==> config.mk <==
export PLATFORM = sky130hd
export DESIGN_NAME = dual_reload_pwm
export DESIGN_NICKNAME = d
export VERILOG_FILES = /design/src/rtl/pwm_timer_pkg.sv /design/src/rtl/pwm_trig_sync.sv /design/src/rtl/pwm_phase_ctr.sv /design/src/rtl/pwm_train_ctr.sv /design/src/rtl/dual_reload_pwm.sv
export SDC_FILE = /design/constraint.sdc
export NUM_CORES = 1
export LEC_CHECK = 0
export BUFFER_PORTS_ARGS = -buffer_cell sky130_fd_sc_hd__buf_2
export CAP_MARGIN = 10
export CORE_UTILIZATION = 60
export CTS_CLUSTER_SIZE = 28
export DETAILED_ROUTE_END_ITERATION = 7
export HOLD_SLACK_MARGIN = 0.1
export PLACE_DENSITY = 0.9
export SLEW_MARGIN = 20
export SYNTH_ARGS = -nofsm -noshare
export SYNTH_HDL_FRONTEND = slang
export SYNTH_HIERARCHICAL = 1
export SYNTH_SLANG_ARGS = --single-unit
==> constraint.sdc <==
create_clock -name clk -period 4.03 [get_ports clk]
set_input_delay 0.403 -clock clk [delete_from_list [all_inputs] [get_ports clk]]
set_output_delay 0.403 -clock clk [all_outputs]
set_load 0.01 [all_outputs]
==> src/rtl/pwm_timer_pkg.sv <==
package pwm_timer_pkg;
    typedef enum logic [1:0] {
        TRIG_SOFT = 2'd0,
        TRIG_RISE = 2'd1,
        TRIG_FALL = 2'd2
    } trig_src_e;

    localparam logic [1:0] ADDR_HIGH  = 2'd0;
    localparam logic [1:0] ADDR_LOW   = 2'd1;
    localparam logic [1:0] ADDR_COUNT = 2'd2;

    localparam int FLAG_HIGH = 0;
    localparam int FLAG_LOW  = 1;
    localparam int FLAG_CNT2 = 2;
    localparam int NUM_FLAGS = 3;
endpackage

==> src/rtl/pwm_trig_sync.sv <==
module pwm_trig_sync
    import pwm_timer_pkg::*;
(
    input  logic       clk,
    input  logic       rst_n,
    input  logic       ext_trig,
    input  logic [1:0] sel,
    input  logic       sw_start,
    output logic       start_req
);
    typedef struct packed {
        logic s1;
        logic s2;
        logic prev;
    } sync_t;

    sync_t sync_q, sync_d;

    always_comb begin
        sync_d      = sync_q;
        sync_d.s1   = ext_trig;
        sync_d.s2   = sync_q.s1;
        sync_d.prev = sync_q.s2;
        case (trig_src_e'(sel))
            TRIG_SOFT: start_req = sw_start;
            TRIG_RISE: start_req = sync_q.s2 & ~sync_q.prev;
            TRIG_FALL: start_req = ~sync_q.s2 & sync_q.prev;
            default:   start_req = 1'b0;
        endcase
    end

    always_ff @(posedge clk or negedge rst_n) begin
        if (!rst_n) sync_q <= '0;
        else        sync_q <= sync_d;
    end
endmodule

==> src/rtl/pwm_phase_ctr.sv <==
module pwm_phase_ctr #(
    parameter int W = 16
) (
    input  logic         clk,
    input  logic         rst_n,
    input  logic         start,
    input  logic         run,
    input  logic         tick,
    input  logic         finish,
    input  logic [W-1:0] rld_high,
    input  logic [W-1:0] rld_low,
    output logic         level,
    output logic         evt_high,
    output logic         evt_low,
    output logic         train_end
);
    typedef struct packed {
        logic [W-1:0] cnt;
        logic         next_high;
        logic         out;
    } phase_t;

    phase_t ph_q, ph_d;

    always_comb begin
        ph_d      = ph_q;
        evt_high  = 1'b0;
        evt_low   = 1'b0;
        train_end = 1'b0;
        if (start) begin
            ph_d.cnt       = '0;
            ph_d.next_high = 1'b1;
            ph_d.out       = 1'b0;
        end else if (!run) begin
            ph_d.out = 1'b0;
        end else if (tick) begin
            if (ph_q.cnt == '0) begin
                if (ph_q.next_high) begin
                    if (finish) begin
                        train_end = 1'b1;
                        ph_d.out  = 1'b0;
                    end else begin
                        ph_d.cnt       = rld_high;
                        ph_d.out       = 1'b1;
                        ph_d.next_high = 1'b0;
                        evt_high       = 1'b1;
                    end
                end else begin
                    ph_d.cnt       = rld_low;
                    ph_d.out       = 1'b0;
                    ph_d.next_high = 1'b1;
                    evt_low        = 1'b1;
                end
            end else begin
                ph_d.cnt = ph_q.cnt - 1'b1;
            end
        end
    end

    always_ff @(posedge clk or negedge rst_n) begin
        if (!rst_n) ph_q <= '0;
        else        ph_q <= ph_d;
    end

    assign level = ph_q.out;

    // without a tick the count holds
    assert_hold_no_tick_R1: assert property (@(posedge clk) disable iff (!rst_n)
        (run && !tick && !start) |=> $stable(ph_q.cnt));
endmodule

==> src/rtl/pwm_train_ctr.sv <==
module pwm_train_ctr #(
    parameter int W = 16
) (
    input  logic         clk,
    input  logic         rst_n,
    input  logic         start,
    input  logic         run,
    input  logic         train,
    input  logic         tick,
    input  logic         pulse,
    input  logic [W-1:0] rld,
    output logic         underflow,
    output logic         last
);
    typedef struct packed {
        logic [W-1:0] cnt;
        logic         last;
    } train_t;

    train_t tr_q, tr_d;

    always_comb begin
        tr_d      = tr_q;
        underflow = 1'b0;
        if (start) begin
            tr_d.cnt  = (train && rld == '0) ? W'(1) : rld;
            tr_d.last = 1'b0;
        end else if (run) begin
            if (train) begin
                if (pulse) begin
                    if (tr_q.cnt <= W'(1)) begin
                        underflow = 1'b1;
                        tr_d.last = 1'b1;
                        tr_d.cnt  = '0;
                    end else begin
                        tr_d.cnt = tr_q.cnt - 1'b1;
                    end
                end
            end else if (tick) begin
                if (tr_q.cnt == '0) begin
                    tr_d.cnt  = rld;
                    underflow = 1'b1;
                end else begin
                    tr_d.cnt = tr_q.cnt - 1'b1;
                end
            end
        end
    end

    always_ff @(posedge clk or negedge rst_n) begin
        if (!rst_n) tr_q <= '0;
        else        tr_q <= tr_d;
    end

    assign last = tr_q.last;
endmodule

==> src/rtl/dual_reload_pwm.sv <==
module dual_reload_pwm
    import pwm_timer_pkg::*;
#(
    parameter int W = 16
) (
    input  logic                 clk,
    input  logic                 rst_n,
    input  logic                 tick1,
    input  logic                 tick2,
    input  logic                 wr_en,
    input  logic [1:0]           wr_addr,
    input  logic [W-1:0]         wr_data,
    input  logic                 train_mode,
    input  logic [1:0]           trig_sel,
    input  logic                 sw_start,
    input  logic                 sw_stop,
    input  logic                 ext_trig,
    input  logic [NUM_FLAGS-1:0] irq_clr,
    output logic                 pwm_out,
    output logic                 running,
    output logic [NUM_FLAGS-1:0] irq_flags
);
    typedef struct packed {
        logic [W-1:0]         rld_high;
        logic [W-1:0]         rld_low;
        logic [W-1:0]         rld_cnt;
        logic [NUM_FLAGS-1:0] flags;
        logic                 run;
    } top_t;

    top_t st_q, st_d;

    logic start_req, start;
    logic level, evt_high, evt_low, train_end;
    logic cnt2_uf, cnt2_last;
    logic [NUM_FLAGS-1:0] evt_vec;

    assign start = start_req & ~st_q.run;

    pwm_trig_sync u_trig (
        .clk(clk), .rst_n(rst_n), .ext_trig(ext_trig), .sel(trig_sel),
        .sw_start(sw_start), .start_req(start_req)
    );

    pwm_phase_ctr #(.W(W)) u_phase (
        .clk(clk), .rst_n(rst_n), .start(start), .run(st_q.run), .tick(tick1),
        .finish(cnt2_last & train_mode), .rld_high(st_q.rld_high),
        .rld_low(st_q.rld_low), .level(level), .evt_high(evt_high),
        .evt_low(evt_low), .train_end(train_end)
    );

    pwm_train_ctr #(.W(W)) u_train (
        .clk(clk), .rst_n(rst_n), .start(start), .run(st_q.run),
        .train(train_mode), .tick(tick2), .pulse(evt_low), .rld(st_q.rld_cnt),
        .underflow(cnt2_uf), .last(cnt2_last)
    );

    always_comb begin
        evt_vec            = '0;
        evt_vec[FLAG_HIGH] = evt_high;
        evt_vec[FLAG_LOW]  = evt_low;
        evt_vec[FLAG_CNT2] = cnt2_uf;

        st_d       = st_q;
        st_d.flags = (st_q.flags & ~irq_clr) | evt_vec;
        if (wr_en) begin
            case (wr_addr)
                ADDR_HIGH:  st_d.rld_high = wr_data;
                ADDR_LOW:   st_d.rld_low  = wr_data;
                ADDR_COUNT: st_d.rld_cnt  = wr_data;
                default: ;
            endcase
        end
        if (start)                      st_d.run = 1'b1;
        else if (sw_stop || train_end)  st_d.run = 1'b0;
    end

    always_ff @(posedge clk or negedge rst_n) begin
        if (!rst_n) st_q <= '0;
        else        st_q <= st_d;
    end

    assign pwm_out   = level & st_q.run;
    assign running   = st_q.run;
    assign irq_flags = st_q.flags;

    // alternation tracker for the reload-order assertions
    logic high_seen_q;
    always_ff @(posedge clk or negedge rst_n) begin
        if (!rst_n)        high_seen_q <= 1'b0;
        else if (start)    high_seen_q <= 1'b0;
        else if (evt_high) high_seen_q <= 1'b1;
        else if (evt_low)  high_seen_q <= 1'b0;
    end

    assert_low_after_high_R2: assert property (@(posedge clk) disable iff (!rst_n)
        evt_low |-> high_seen_q);

    assert_high_after_low_R2: assert property (@(posedge clk) disable iff (!rst_n)
        evt_high |-> !high_seen_q);

    assert_rise_sets_flag_R4: assert property (@(posedge clk) disable iff (!rst_n)
        $rose(pwm_out) |-> irq_flags[FLAG_HIGH]);

    assert_stop_cause_R6: assert property (@(posedge clk) disable iff (!rst_n)
        ($fell(st_q.run) && !$past(sw_stop)) |-> $past(cnt2_last));
endmodule

==> flow_metrics.py, run 1 <==
metrics = {
    "status": {
        "status": "finished, final reports clean",
    },
    "routing": {
        "wl_met2_microns": 5860,
        "wl_met3_microns": 757,
        "via_per_inst": 6.91,
        "vias": 3955,
        "drc": 0,
        "drt-initial-drc-count": 299,
        "wl_met1_microns": 5040,
        "drt_first_pass_iters": 5,
        "wl_per_cell_microns": 21.1,
        "highest_layer": "met4",
        "wl_microns": 12100,
        "ant_nets": 0,
    },
    "final_layout": {
        "stdcell_count": 572,
        "drive_above_1_share_pct": 27.2,
        "final_common_cell": "dfrtp_1",
        "final_cell_area_sq_um": 5270,
        "areaGrowthSynthToFinish_pct": 9.98,
        "fin_nets": 502,
        "layout_common_cells": "dfrtp_1, mux2_2, buf_2",
        "diodes": 0,
    },
    "synthesis": {
        "syn_avg_cell_area_sq_um": 11.2,
        "ys_warn_count": 6,
        "syn_area_sq_um": 4790,
        "ys_ff_latch": 90,
        "synth_cell_types": 71,
        "synthCells": 429,
        "async_flop_share_pct": 100,
        "synth_ff_type": "dfrtp_1",
        "yosys.area.top_type": "dfrtp_1",
        "synth_edf_count": 0,
        "synth_nets": 466,
        "synth_top_area_share_pct": 47.0,
        "ys_seq_area_share_pct": 47.0,
        "synthTopCellsByArea": "dfrtp_1, mux2_2, a221o_1",
    },
    "critical_path": {
        "path_common_cell": "nand2_1",
        "critical_path.max_fanout": 11,
        "cp-start-kind": "flip-flop",
        "cp_cell_sequence": "nor4_1 > and2_1 > and4_1 > nand2_1 > nor2_1 > mux2_2 > nand2_1 > or4_1 > a21oi_1 > a221o_1",
        "cp-end-kind": "flip-flop",
        "path_class": "reg -> reg",
        "critPathBufInv": 0,
        "cp.required_ns": 4.34,
        "cpMaxStageDelayCell": "or4_1",
        "critPathArrivalTime_ns": 3.43,
        "critPathMaxStageDelay_ns": 0.55,
        "path_delay_family": "simple AND/OR/NAND/NOR gates",
    },
    "cts": {
        "post_cts_buffers": 0,
        "cts_made_buffers": 9,
        "cts.repair.resized": 0,
        "cts.sinks": 90,
        "cts_tree": "yes",
        "htreeDepth": 3,
        "ctsHoldBuffers": 1,
        "clockBufferDepth": 2,
        "path_clk_slew_ns": 0.10,
        "cts_root_buffer": "clkbuf_8",
        "clk_latency_ns": 0.36,
    },
    "global_route": {
        "grt_overflow_total": 0,
        "track_usage_pct": 30.7,
        "grt_max_degree": 55,
        "antenna_found_initial": 0,
        "grt_pass1_wl_microns": 19700,
        "grt_pass1_vias": 3904,
    },
    "placement": {
        "postPlaceCellArea_sq_um": 5040,
        "portBuffers": 36,
        "hpwl_microns": 8330,
        "dpl.cell_count": 555,
        "place_congestion": 0.899,
    },
    "floorplan": {
        "row_count": 32,
        "die_area_sq_um": 8340,
        "fp.dieH_microns": 91.3,
        "initial_core_util_pct": 62.0,
        "coreArea_sq_um": 7730,
        "die_x_microns": 91.3,
        "ioPinCount": 37,
    },
    "flow_run": {
        "drv_cap": 0,
    },
    "timing": {
        "rsz0062_at_grt": "no",
        "setup_viol": 0,
        "setup_tns_ns": 0,
        "fmax_ghz": 0.320,
        "slew_viol_final": 0,
        "max_slew_margin_pct": 34.5,
        "finalClockSkew_ns": 0.0169,
        "hold_violations": 0,
        "fin_crit_sh_pct": 77.5,
        "min_period_ns": 3.12,
        "tightest_slew_ns": 0.981,
    },
    "pwr": {
        "cellPowerDensity_nw_per_um2": 616,
        "power_leakage_uw": 0.00225,
        "ir_drop_v": 0.000356,
    },
    "hold_path": {
        "hp-class": "in -> reg",
    },
}
==> registers in the layout (all words and copies together) (netlist names) <==
signal         flops
st_q              48
u_train/tr_q      16
u_trig/sync_q      1
running            1
irq_flags          3
u_trig/sync_d      2
u_phase/ph_q      17
u_phase/level      1
u_train/last       1
==> per-layer routing <==
metal	vias to the layer above	global-route usage (%)
met4	0	16.4
met5	-	0
met3	46	3.77
met2	201	50.8
li1	1759	-
met1	1949	39.8
==> power by group <==
group / internal, uW / switching, uW / leakage [uW]
Sequential: 1120 / 241 / 0.00109
Clock: 306 / 360 / 0.000108
Combinational: 521 / 701 / 0.00105
==> stage by stage <==
step           setup slack [ns]  hold WS [ns]  utilization [%]  power, uW
5_1_grt                   0.636         0.125             68.2       3420
6_report                  0.908         0.138             68.2       3250
3_3_place_gp               1.03         0.332             65.2       2480
2_1_floorplan              1.04         0.107                -       2190
4_1_cts                   0.963         0.125             68.2       3220
3_5_place_dp              0.873         0.341             65.2       2540
==> Yosys cell counts, drive strengths merged, types with 3 or more instances <==
master	count
a211oi	3
a21o	9
a21oi	11
a221o	11
a221oi	5
a22o	3
a22oi	11
a31oi	7
a32o	7
a32oi	3
and2	5
and3	4
buf	10
clkbuf	10
dfrtp	90
ha	5
inv	14
mux2	50
nand2	17
nand3	17
nand3b	6
nand4	5
nor2	22
nor2b	5
nor3	12
nor4	10
o21ai	15
o22ai	4
o2bb2ai	3
o31ai	5
or3	8
or4	10
==> path summary, 6_finish.rpt <==
path,start,end,slack [ns],cells past startpoint
setup / recovery,u_phase/ph_q[13]$_DFFE_PN0P_,u_train/tr_q[9]$_DFFE_PN0P_,0.91,10
hold / removal,ext_trig,u_trig/sync_d[1]$_DFF_PN0_,0.14,1
setup reg to reg,u_phase/ph_q[13]$_DFFE_PN0P_,u_train/tr_q[9]$_DFFE_PN0P_,0.91,10
hold reg to reg,u_trig/sync_d[1]$_DFF_PN0_,u_trig/sync_d[0]$_DFF_PN0_,0.37,0
max in group asynchronous,rst_n,st_q[47]$_DFFE_PN0P_,2.45,3
min in group asynchronous,rst_n,u_train/tr_q[4]$_DFFE_PN0P_,0.60,2
==> cells by family after synthesis <==
| logic type | synth area share, % |
|---|---|
| simple gates | 16.9 |
| mux | 12.2 |
| fa+ha+maj | 1.31 |
| xor+xnor | 0.183 |
| compound gates | 18.7 |
| flops | 47.0 |
| buf+inv | 3.74 |
==> area by class of cell <==
cell class                 instances  area (sq um)
timing repair buffer              45           253
clock inverter                     7          96.3
sequential                        90          2250
tap                              102           128
fill                             590          2460
multi-input combinational        304          2360
inverter                          15          56.3
clock buffer                       9           124
Note: power is estimated with default switching activity, not from simulation.
==> run 2, diff against run 1 <==
--- a/config.mk
+++ b/config.mk
@@ -7,11 +7,11 @@
 export LEC_CHECK = 0
 export BUFFER_PORTS_ARGS = -buffer_cell sky130_fd_sc_hd__buf_2
 export CAP_MARGIN = 10
-export CORE_UTILIZATION = 60
+export CORE_UTILIZATION = 54
 export CTS_CLUSTER_SIZE = 28
 export DETAILED_ROUTE_END_ITERATION = 7
 export HOLD_SLACK_MARGIN = 0.1
-export PLACE_DENSITY = 0.9
+export PLACE_DENSITY = 0.86
 export SLEW_MARGIN = 20
 export SYNTH_ARGS = -nofsm -noshare
 export SYNTH_HDL_FRONTEND = slang
==> constraint.sdc (replaced) <==
create_clock -name clk -period 2.6 [get_ports clk]
set_input_delay 0.26 -clock clk [delete_from_list [all_inputs] [get_ports clk]]
set_output_delay 0.26 -clock clk [all_outputs]
set_load 0.01 [all_outputs]
==> flow_metrics.py, run 2 (synthesis results as in run 1) <==
metrics = {
    "routing": {
        "wl_per_cell_microns": 20.4,
        "vias": 4003,
        "ant_nets": 0,
        "drc": 0,
        "wl_microns": 12200,
        "drt-initial-drc-count": 413,
        "via_per_inst": 6.72,
        "drt_first_pass_iters": 5,
    },
    "floorplan": {
        "row_count": 33,
        "fp.dieH_microns": 96.2,
        "coreArea_sq_um": 8380,
        "ioPinCount": 37,
        "die_x_microns": 96.2,
        "initial_core_util_pct": 57.1,
        "die_area_sq_um": 9250,
    },
    "pwr": {
        "pwr-share-seq_pct": 40.9,
        "power_leakage_uw": 0.00236,
        "pwr-share-clk_pct": 18.7,
        "pwr-share-comb_pct": 40.4,
        "internal-power_uw": 3150,
        "cellPowerDensity_nw_per_um2": 940,
        "sw_frac_of_total_pct": 39.0,
        "switchingPower_uw": 2010,
        "power_uw": 5160,
        "ir_drop_v": 0.000404,
    },
    "timing": {
        "fin_crit_sh_pct": 96.1,
        "hold_violations": 0,
        "fmax_ghz": 0.400,
        "setup_viol": 0,
        "setup_tns_ns": 0,
        "max_slew_margin_pct": 40.9,
        "hold_ws_ns": 0.142,
        "rsz0062_at_grt": "yes",
        "tightest_slew_ns": 0.886,
        "min_period_ns": 2.50,
        "slew_viol_final": 0,
        "finalClockSkew_ns": 0.0150,
    },
    "global_route": {
        "grt_pass1_wl_microns": 19600,
        "track_usage_pct": 28.4,
        "grt_overflow_total": 0,
        "grt_max_degree": 52,
        "antenna_found_initial": 1,
        "grt_pass1_vias": 3807,
    },
    "cts": {
        "cts_tree": "yes",
        "clockBufferDepth": 2,
        "htreeDepth": 3,
        "clk_latency_ns": 0.37,
        "cts_made_buffers": 9,
        "cts_root_buffer": "clkbuf_8",
        "path_clk_slew_ns": 0.10,
        "cts.sinks": 90,
    },
    "final_layout": {
        "areaGrowthSynthToFinish_pct": 14.5,
        "drive_above_1_share_pct": 32.4,
        "top_register": "st_q",
        "final_common_cell": "dfrtp_1",
        "reg.largest.list": "st_q: 48 flops, u_phase/ph_q: 17 flops, u_train/tr_q: 16 flops",
        "layout_common_cells": "dfrtp_1, mux2_2, buf_2",
        "largest_reg_flops": 48,
        "fin_nets": 522,
        "stdcell_count": 596,
        "final_cell_area_sq_um": 5490,
    },
    "critical_path": {
        "path_depth": 10,
        "r2r_cells": 10,
        "path_delay_family": "simple AND/OR/NAND/NOR gates",
        "critical_path.max_fanout": 5,
        "cpMaxStageDelayCell": "or4_1",
        "critPathArrivalTime_ns": 2.76,
        "cp-start-kind": "flip-flop",
        "cp.required_ns": 2.86,
        "cp_cell_sequence": "nor4_2 > and2_1 > and4_1 > nand2_2 > nor2_4 > mux2_4 > nand2_2 > or4_1 > a32oi_1 > o2bb2ai_1",
        "cp-end-kind": "flip-flop",
        "critPathMaxStageDelay_ns": 0.47,
        "path_class": "reg -> reg",
        "path_common_cell": "nand2_2",
        "critPathBufInv": 0,
        "rrSetupSlack_ns": 0.10,
    },
    "placement": {
        "dpl.cell_count": 574,
        "postPlaceCellArea_sq_um": 5210,
        "place_congestion": 0.982,
        "hpwl_microns": 8660,
        "portBuffers": 36,
    },
    "flow_run": {
        "drv_cap": 0,
    },
    "hold_path": {
        "hp-class": "in -> reg",
        "whs_path_depth": 3,
    },
    "status": {
        "status": "finished, final reports clean",
    },
}
-- run 2: cell count changes in the layout (fill, tap and decap cells not counted), moves of 2 or more --
cell,change
nor2_1,-2
nand2_2,+2
nand2_1,-2
nor2b_1,-2
inv_8,-3
nor2_4,+2
buf_4,+18
nor4_1,-2
clkinv_2,+2
-- run 2: timing repair --
| item | in CTS | in global routing |
|---|---|---|
| pin swaps | 0 | 3 |
| buffers inserted | 0 | 3 |
| hold buffers | 2 | 0 |
| endpoints found under the setup margin | 1 | 15 |
| resized for setup | 1 | 8 |
| endpoints found under the hold margin | 40 | 0 |
-- run 2: routing by layer --
layer / vias to the layer above / track usage [%] / wire [microns]
met2: 214 / 43.0 / 5510
met4: 0 / 10.7 / 288
met3: 30 / 6.40 / 1090
met1: 1967 / 39.7 / 5290
met5: - / 0 / 0
li1: 1792 / - / -
-- run 2: metrics by stage --
stage / setup WS [ns] / utilization (%)
after global placement: 0.157 / 62.2
final: 0.101 / 65.4
after CTS: 0.0578 / 64.8
after floorplan: 0.0178 / -
after detailed placement: 0.0951 / 62.2
after global routing: -0.0250 / 65.4
-- run 2: layout make-up --
cell class / count / area, sq um
inverters: 15 / 56.3
well taps: 105 / 131
repair buffers: 65 / 418
diodes: 1 / 2.50
flip-flops and latches: 90 / 2250
clock inverters: 6 / 65.1
clock buffers: 10 / 128
fillers: 646 / 2900
multi-input cells: 304 / 2430
-- run 2: worst min-delay path, delay by kind of cell --
| family | cells | cell delay [ns] |
|---|---|---|
| AOI/OAI and AO/OA | 1 | 0.10 |
| buffers and inverters | 2 | 0.13 |
-- run 2: worst paths after layout --
kind / from / endpoint
max: u_phase/ph_q[12]$_DFFE_PN0P_ / u_train/tr_q[10]$_DFFE_PN0P_
min: irq_clr[0] / irq_flags[0]$_DFF_PN0_
max reg2reg: u_phase/ph_q[12]$_DFFE_PN0P_ / u_train/tr_q[10]$_DFFE_PN0P_
min reg2reg: u_trig/sync_d[1]$_DFF_PN0_ / u_trig/sync_d[0]$_DFF_PN0_
max in group asynchronous: rst_n / u_phase/ph_q[9]$_DFFE_PN0P_
min in group asynchronous: rst_n / u_train/tr_q[9]$_DFFE_PN0P_
-- run 2: power by group through the flow --
stage / registers (uW) / clock network (uW) / logic [uW]
after CTS: 2090 / 974 / 2010
after global routing: 2150 / 1040 / 2270
after detailed placement: 2110 / 0 / 1980
final: 2110 / 967 / 2080
after floorplan: 2020 / 0 / 1410
after global placement: 2100 / 0 / 1930
